[config.mk]
export PLATFORM = sky130hd
export DESIGN_NAME = smrx_top
export DESIGN_NICKNAME = d
export VERILOG_FILES = /design/src/rtl/smrx_pkg.sv /design/src/rtl/smrx_ctrl.sv /design/src/rtl/smrx_dp.sv /design/src/rtl/smrx_top.sv
export SDC_FILE = /design/constraint.sdc
export NUM_CORES = 1
export LEC_CHECK = 0
export BUFFER_PORTS_ARGS = -buffer_cell sky130_fd_sc_hd__clkbuf_2
export CAP_MARGIN = 15
export CORE_AREA = 8 8 75 77
export CTS_BUF_LIST = sky130_fd_sc_hd__clkbuf_16
export CTS_CLUSTER_DIAMETER = 60
export CTS_CLUSTER_SIZE = 40
export DETAILED_ROUTE_END_ITERATION = 8
export DIE_AREA = 0 0 83 85
export GPL_TIMING_DRIVEN = 0
export HOLD_SLACK_MARGIN = 0.05
export PLACE_DENSITY = 0.81
export SYNTH_ARGS = -nofsm -noshare
export SYNTH_HDL_FRONTEND = slang
export SYNTH_SLANG_ARGS = --single-unit
[constraint.sdc]
create_clock -name clk -period 7.08 [get_ports clk]
set_input_delay 1.416 -clock clk [delete_from_list [all_inputs] [get_ports clk]]
set_output_delay 1.416 -clock clk [all_outputs]
set_load 0.01 [all_outputs]
[src/rtl/smrx_pkg.sv]
package smrx_pkg;
  localparam int DATA_W   = 8;
  localparam int WORD_MAX = DATA_W + 1;
  localparam int BIT_W    = $clog2(WORD_MAX + 1);

  typedef struct packed {
    logic sample;    // trailing clock edge: shift in one bit
    logic wordDone;  // last bit of a word is being sampled
    logic wide;      // current word is nine bits
    logic clrErr;    // clear the overrun flag
  } rxStrobe_t;
endpackage

[src/rtl/smrx_ctrl.sv]
module smrx_ctrl
  import smrx_pkg::*;
#(
  parameter int DIV_W = 16
) (
  input  logic             clk,
  input  logic             rstN,
  input  logic             portEn,
  input  logic             singleReq,
  input  logic             contEn,
  input  logic             wideMode,
  input  logic             clkInvert,
  input  logic             overrun,
  input  logic [DIV_W-1:0] divisor,
  output logic             sclk,
  output logic             singleArmed,
  output rxStrobe_t        strb
);
  typedef enum logic {S_IDLE, S_RUN} state_t;

  localparam logic [BIT_W-1:0] LAST_NARROW = BIT_W'(DATA_W - 1);
  localparam logic [BIT_W-1:0] LAST_WIDE   = BIT_W'(DATA_W);

  state_t           state;
  logic [DIV_W-1:0] baudCnt;
  logic [BIT_W-1:0] bitCnt;
  logic             phase;
  logic             wideQ;
  logic             contEnQ;
  logic             active;
  logic             tick;
  logic             lastBit;

  assign active  = portEn && (contEn || singleArmed) && !overrun;
  assign tick    = (state == S_RUN) && active && (baudCnt == '0);
  assign lastBit = bitCnt == (wideQ ? LAST_WIDE : LAST_NARROW);
  assign sclk    = phase ^ clkInvert;

  always_comb begin
    strb.sample   = tick && phase;
    strb.wordDone = tick && phase && lastBit;
    strb.wide     = wideQ;
    strb.clrErr   = !portEn || (contEnQ && !contEn);
  end

  always_ff @(posedge clk) begin
    if (!rstN) begin
      state       <= S_IDLE;
      baudCnt     <= '0;
      bitCnt      <= '0;
      phase       <= 1'b0;
      wideQ       <= 1'b0;
      contEnQ     <= 1'b0;
      singleArmed <= 1'b0;
    end else begin
      contEnQ <= contEn;

      if (!portEn)            singleArmed <= 1'b0;
      else if (singleReq)     singleArmed <= 1'b1;
      else if (strb.wordDone) singleArmed <= 1'b0;

      case (state)
        S_IDLE: begin
          if (active) begin
            state   <= S_RUN;
            baudCnt <= divisor;
            bitCnt  <= '0;
            phase   <= 1'b0;
            wideQ   <= wideMode;
          end
        end
        S_RUN: begin
          if (!active) begin
            state <= S_IDLE;
            phase <= 1'b0;
          end else if (baudCnt != '0) begin
            baudCnt <= baudCnt - 1'b1;
          end else begin
            baudCnt <= divisor;
            phase   <= ~phase;
            if (phase) begin
              if (lastBit) begin
                bitCnt <= '0;
                wideQ  <= wideMode;
              end else begin
                bitCnt <= bitCnt + 1'b1;
              end
            end
          end
        end
        default: state <= S_IDLE;
      endcase
    end
  end
endmodule

[src/rtl/smrx_dp.sv]
module smrx_dp
  import smrx_pkg::*;
(
  input  logic              clk,
  input  logic              rstN,
  input  logic              sdata,
  input  logic              readStrobe,
  input  rxStrobe_t         strb,
  output logic [DATA_W-1:0] rxByte,
  output logic              rxBit9,
  output logic              rxDone,
  output logic              overrun
);
  logic [WORD_MAX-1:0] shiftReg;
  logic [WORD_MAX-1:0] shiftNext;

  assign shiftNext = {sdata, shiftReg[WORD_MAX-1:1]};

  always_ff @(posedge clk) begin
    if (!rstN) begin
      shiftReg <= '0;
      rxByte   <= '0;
      rxBit9   <= 1'b0;
      rxDone   <= 1'b0;
      overrun  <= 1'b0;
    end else begin
      if (strb.sample) shiftReg <= shiftNext;

      if (strb.wordDone && (!rxDone || readStrobe)) begin
        rxByte <= strb.wide ? shiftNext[DATA_W-1:0] : shiftNext[WORD_MAX-1:1];
        rxBit9 <= strb.wide & shiftNext[WORD_MAX-1];
        rxDone <= 1'b1;
      end else if (readStrobe) begin
        rxDone <= 1'b0;
      end

      if (strb.clrErr)
        overrun <= 1'b0;
      else if (strb.wordDone && rxDone && !readStrobe)
        overrun <= 1'b1;
    end
  end
endmodule

[src/rtl/smrx_top.sv]
module smrx_top
  import smrx_pkg::*;
#(
  parameter int DIV_W = 16
) (
  input  logic              clk,
  input  logic              rstN,
  input  logic              portEn,
  input  logic              singleReq,
  input  logic              contEn,
  input  logic              wideMode,
  input  logic              clkInvert,
  input  logic [DIV_W-1:0]  divisor,
  input  logic              readStrobe,
  input  logic              sdata,
  output logic              sclk,
  output logic              singleArmed,
  output logic              rxDone,
  output logic [DATA_W-1:0] rxByte,
  output logic              rxBit9,
  output logic              overrun
);
  rxStrobe_t strb;

  smrx_ctrl #(.DIV_W(DIV_W)) u_ctrl (
    .clk(clk), .rstN(rstN), .portEn(portEn), .singleReq(singleReq),
    .contEn(contEn), .wideMode(wideMode), .clkInvert(clkInvert),
    .overrun(overrun), .divisor(divisor), .sclk(sclk),
    .singleArmed(singleArmed), .strb(strb)
  );

  smrx_dp u_dp (
    .clk(clk), .rstN(rstN), .sdata(sdata), .readStrobe(readStrobe),
    .strb(strb), .rxByte(rxByte), .rxBit9(rxBit9), .rxDone(rxDone),
    .overrun(overrun)
  );
endmodule

==> results.txt <==
----------------------------------------------------
[Status]
  Status ... finished clean

[Floorplan]
  Core area ... roughly 0.0045 sq mm
  Die span in y ... 85 um
  Die outline area ... between 0.007 and 0.008 sq mm
  Horiz. Die Dim ... 83 um
  Number of primary I/O pins ... 38
  Initial standard-cell utilization of the core ... 52.4%
  Std-Cell Rows ... 25

[Route]
  Vias per cell ... 6.06
  Number of iterations in the first detailed-routing pass ... 7
  DRC violation total after the first TritonRoute iteration ... between 200 and 250
  Routed Wire Length ... 6.45 mm
  Residual DRC ... 0
  Post-detailed-route count of antenna-violating nets ... 0
  Average wire per cell in the routed design ... between 15 and 20 um
  Number of vias in the routed layout ... approximately 2400

[Global route]
  Largest net degree at the start of global routing ... 15
  Number of global-route vias before repair ... between 2000 and 2500
  Overall fraction of global-route tracks in use ... between 15 and 20%
  First-pass GRT wire length ... ~11 mm
  Number of antenna violations at the first check in global routing ... 0
  Total grt overflow ... 0

[Cells and area]
  Antenna diode instance count ... 0
  Fin nets ... about 370
  Area Growth Syn to Fin ... 17.7%
  Fraction of layout cells with a size suffix above 1 ... between 15 and 20%

[Worst hold path]
  Number of cells on the worst hold path ... 2
  Hold WC Path Type ... flip-flop to flip-flop
  End point of the most critical hold path ... u_dp.rxByte[4]
  Origin of the worst min-delay path ... u_dp.rxByte[4]

[Setup path]
  Maximum cell stage delay along the critical path ... roughly 0.46 ns
  Reg2Reg Setup Slack ... about 4 ns
  CP Cell Sequence ... clkbuf_2, nand2b_1, or3b_2, clkbuf_1, or4_4, buf_6, or3_4, buf_6, mux2i_1
  Start of the worst register-to-register path ... u_ctrl.baudCnt[10]
  R2R depth ... 7
  Endpoint class of the critical path ... flip-flop
  RR Endpoint ... u_ctrl.baudCnt[3]
  CP dominant cell by count ... sky130_fd_sc_hd__buf_6
  Worst Path Max Fanout ... 10
  Slowest-stage cell, CP ... sky130_fd_sc_hd__or3b_2
  Family with the most delay on the worst path ... simple AND/OR/NAND/NOR gates
  Type of element launching the critical path ... input port
  Number of buffer and inverter stages on the critical path ... 4
  Data required time of the critical path ... slightly above 7 ns
  CP arrival ... around 3.6 ns
  Path type of the worst setup path ... input port to flip-flop

[Synthesis]
  Unique masters post-synth ... 50
  Async set or reset register ratio after synthesis ... 0%
  Post-synthesis sequential area ratio ... a little under two fifths
  Total standard cell area after synthesis ... around 0.0024 sq mm
  Post-synth net total ... between 300 and 400
  Top cells by area in the synthesized netlist ... sky130_fd_sc_hd__dfxtp_1 37%, sky130_fd_sc_hd__nand2_1 7.6%, sky130_fd_sc_hd__mux2_2 5.2%
  Count of flip-flops with a built-in enable after synthesis ... 0
  Area leader, netlist ... sky130_fd_sc_hd__dfxtp_1
  Share of the synthesized area in the top cell type ... between 30% and 40%
  Average footprint of a synthesized cell ... around 8.1 sq um
  Number of flip-flops and latches in the synthesized netlist ... 44
  Synthesized instance count ... a little under 300
  Most used DFF post-synth ... sky130_fd_sc_hd__dfxtp_1
  Ys Warns ... 0

[Placement]
  Number of buffers inserted by port buffering ... 37
  Global placement routability congestion ... slightly above 0.9
  Dpl hpwl ... 4.55 mm
  Worst slack at placement ... 3.36 ns

[Timing]
  Time the final worst path needs with I/O delays and setup ... 3.43 ns
  Setup slack after layout ... 3.65 ns
  Max-slew violation total from the final report ... 0
  Number of hold violations in the final report ... 0
  Smallest hold slack ... 0.457 ns
  Endpoints failing setup ... 0
  Final worst clock skew ... around 0.0029 ns
  Maximum clock rate ... between 0.2 and 0.3 GHz
  Slew at the pin closest to its max-slew limit ... 1.04 ns
  Setup repair after global routing missed its margin ... false
  Relative slew slack ... between 30% and 40%
  TNS Setup ... 0 ns
  Final clock period utilization by the worst path ... 48.5%

[Clocking]
  TritonCTS buffer count ... 5
  Total of hold buffers inserted after clock tree synthesis ... 0
  Clock latency reported for the late side of the worst-skew pair ... about 0.29 ns
  Number of buffers added for setup after CTS ... 0
  Post-CTS sizing ... 0
  H-tree lvl count ... 2
  Num Clock Sinks ... 44
  Cell at the root of the clock tree ... sky130_fd_sc_hd__clkbuf_16
  CTS tree ... done
  Clock Pin Slew Worst Setup and Hold Paths ... around 0.06 ns
  Longest Clk Path Bufs ... 2

[Power]
  Maximum ir drop on the vdd rail ... 0.130 mV
  PwrDens ... around 230 mW/mm^2
  P_leak ... between 1 and 1.5 nW

[Run]
  Maxcap violations ... 0

----------------------------------------------------
==> worst max-delay path by stage <==
| stage | start | end | slack, ns | depth (start not counted) |
|---|---|---|---|---|
| final | portEn | u_dp.rxByte[0] | 3.65 | 9 |
| after floorplan | portEn | u_dp.rxBit9 | 3.67 | 8 |
| after global placement | portEn | u_dp.rxByte[0] | 3.41 | 9 |
| after detailed placement | portEn | u_dp.rxByte[0] | 3.36 | 9 |
| after global routing | portEn | u_dp.rxByte[0] | 3.57 | 9 |
| after CTS | portEn | u_dp.rxByte[0] | 3.66 | 9 |
==> synth_stat cells (3+ instances only) <==
library cell,number
sky130_fd_sc_hd__nor4_1,6
sky130_fd_sc_hd__dfxtp_1,44
sky130_fd_sc_hd__inv_1,10
sky130_fd_sc_hd__nand2_1,48
sky130_fd_sc_hd__nand4_1,7
sky130_fd_sc_hd__a32o_1,3
sky130_fd_sc_hd__a2111oi_0,3
sky130_fd_sc_hd__mux2i_1,12
sky130_fd_sc_hd__nand2b_1,3
sky130_fd_sc_hd__nand3_1,12
sky130_fd_sc_hd__nor3_1,16
sky130_fd_sc_hd__or4_1,6
sky130_fd_sc_hd__xor2_1,3
sky130_fd_sc_hd__nor2_1,15
sky130_fd_sc_hd__or3_1,3
sky130_fd_sc_hd__ha_1,3
sky130_fd_sc_hd__a31oi_1,6
sky130_fd_sc_hd__clkbuf_1,19
sky130_fd_sc_hd__o21ai_0,10
sky130_fd_sc_hd__mux2_2,11
sky130_fd_sc_hd__a21oi_1,17
==> metrics by stage <==
| step | std cells | power (mW) | area (sq um) | util [%] |
|---|---|---|---|---|
| floorplan | 294 | 0.342 | 2380 | - |
| global placement | 385 | 0.370 | 2630 | 58.0 |
| detailed placement | 385 | 0.373 | 2630 | 58.0 |
| CTS | 393 | 0.635 | 2800 | 61.7 |
| global route | 393 | 0.660 | 2800 | 61.7 |
| finish | 393 | 0.636 | 2800 | 61.7 |
==> sequential cells by signal, indices dropped and copies added, names as in the netlist <==
register	count
u_ctrl.wideQ	1
u_dp.shiftReg	8
u_dp.rxDone	1
u_dp.rxBit9	1
u_ctrl.bitCnt	4
u_dp.rxByte	8
u_ctrl.state	1
u_ctrl.singleArmed	1
u_ctrl.baudCnt	16
u_ctrl.phase	1
u_ctrl.contEnQ	1
u_dp.overrun	1
==> per-layer routing <==
layer  routed length, um  vias to the layer above  GRT usage [%]
met5                   0                        -              0
met4                 141                        0           7.03
met3                 498                       14           4.89
met2                3010                      109           29.4
met1                2800                     1093           21.4
li1                    -                     1164              -
==> worst reg2reg max path, delay by kind of cell (launching register included) <==
family	cells	cell delay, ns
DFF	1	0.33
and+or+nand+nor	3	1.66
AOI/OAI and AO/OA	2	0.27
buffers and inverters	2	0.68
==> kinds of logic (layout without fill, tap and decap cells) <==
kind of cell / count (synthesis) / after routing / synth area share (%)
compound gates: 58 / 58 / 16.3
xor+xnor: 3 / 3 / 1.11
fa+ha+maj: 3 / 3 / 1.58
buf+inv: 33 / 78 / 5.89
flops: 44 / 44 / 37.1
mux: 23 / 23 / 10.3
simple gates: 130 / 130 / 27.8
==> cell type report <==
cell class                      instances  area [sq um]
Clock inverter                          3          42.5
Buffer                                 23           103
Fill cell                             371          1740
Inverter                               10          37.5
Tap cell                               54          67.6
Sequential cell                        44           881
Timing Repair Buffer                   37           185
Multi-Input combinational cell        217          1360
Clock buffer                            5           125
==> power breakdown <==
part | switching [mW] | internal [mW]
Combinational | 0.0663 | 0.0396
Sequential | 0.00959 | 0.256
Clock | 0.0982 | 0.166
Total | 0.174 | 0.462
==> layout by cell type (no fill, tap or decap), types with 2 or more instances in the layout <==
master / netlist / routed
sky130_fd_sc_hd__a311oi_1: 2 / 2
sky130_fd_sc_hd__clkbuf_1: 19 / 19
sky130_fd_sc_hd__a31oi_1: 6 / 6
sky130_fd_sc_hd__mux2_2: 11 / 11
sky130_fd_sc_hd__nor2_1: 15 / 15
sky130_fd_sc_hd__nor2b_1: 2 / 2
sky130_fd_sc_hd__nand4_1: 7 / 7
sky130_fd_sc_hd__nand2b_1: 3 / 3
sky130_fd_sc_hd__buf_6: 2 / 2
sky130_fd_sc_hd__nor3_1: 16 / 16
sky130_fd_sc_hd__nor4_1: 6 / 6
sky130_fd_sc_hd__inv_1: 10 / 10
sky130_fd_sc_hd__o311ai_0: 2 / 2
sky130_fd_sc_hd__or3_1: 3 / 3
sky130_fd_sc_hd__or4_1: 6 / 6
sky130_fd_sc_hd__o21a_1: 2 / 2
sky130_fd_sc_hd__mux2i_1: 12 / 12
sky130_fd_sc_hd__a32o_1: 3 / 3
sky130_fd_sc_hd__or4_4: 2 / 2
sky130_fd_sc_hd__ha_1: 3 / 3
sky130_fd_sc_hd__nand3_1: 12 / 12
sky130_fd_sc_hd__o21ai_0: 10 / 10
sky130_fd_sc_hd__dfxtp_1: 44 / 44
sky130_fd_sc_hd__o32ai_1: 2 / 2
sky130_fd_sc_hd__clkbuf_2: 0 / 37
sky130_fd_sc_hd__clkbuf_16: 0 / 5
sky130_fd_sc_hd__or2_2: 2 / 2
sky130_fd_sc_hd__nand2_1: 48 / 48
sky130_fd_sc_hd__xor2_1: 3 / 3
sky130_fd_sc_hd__a21oi_1: 17 / 17
sky130_fd_sc_hd__a2111oi_0: 3 / 3
Note: power is estimated with default switching activity, not from simulation.
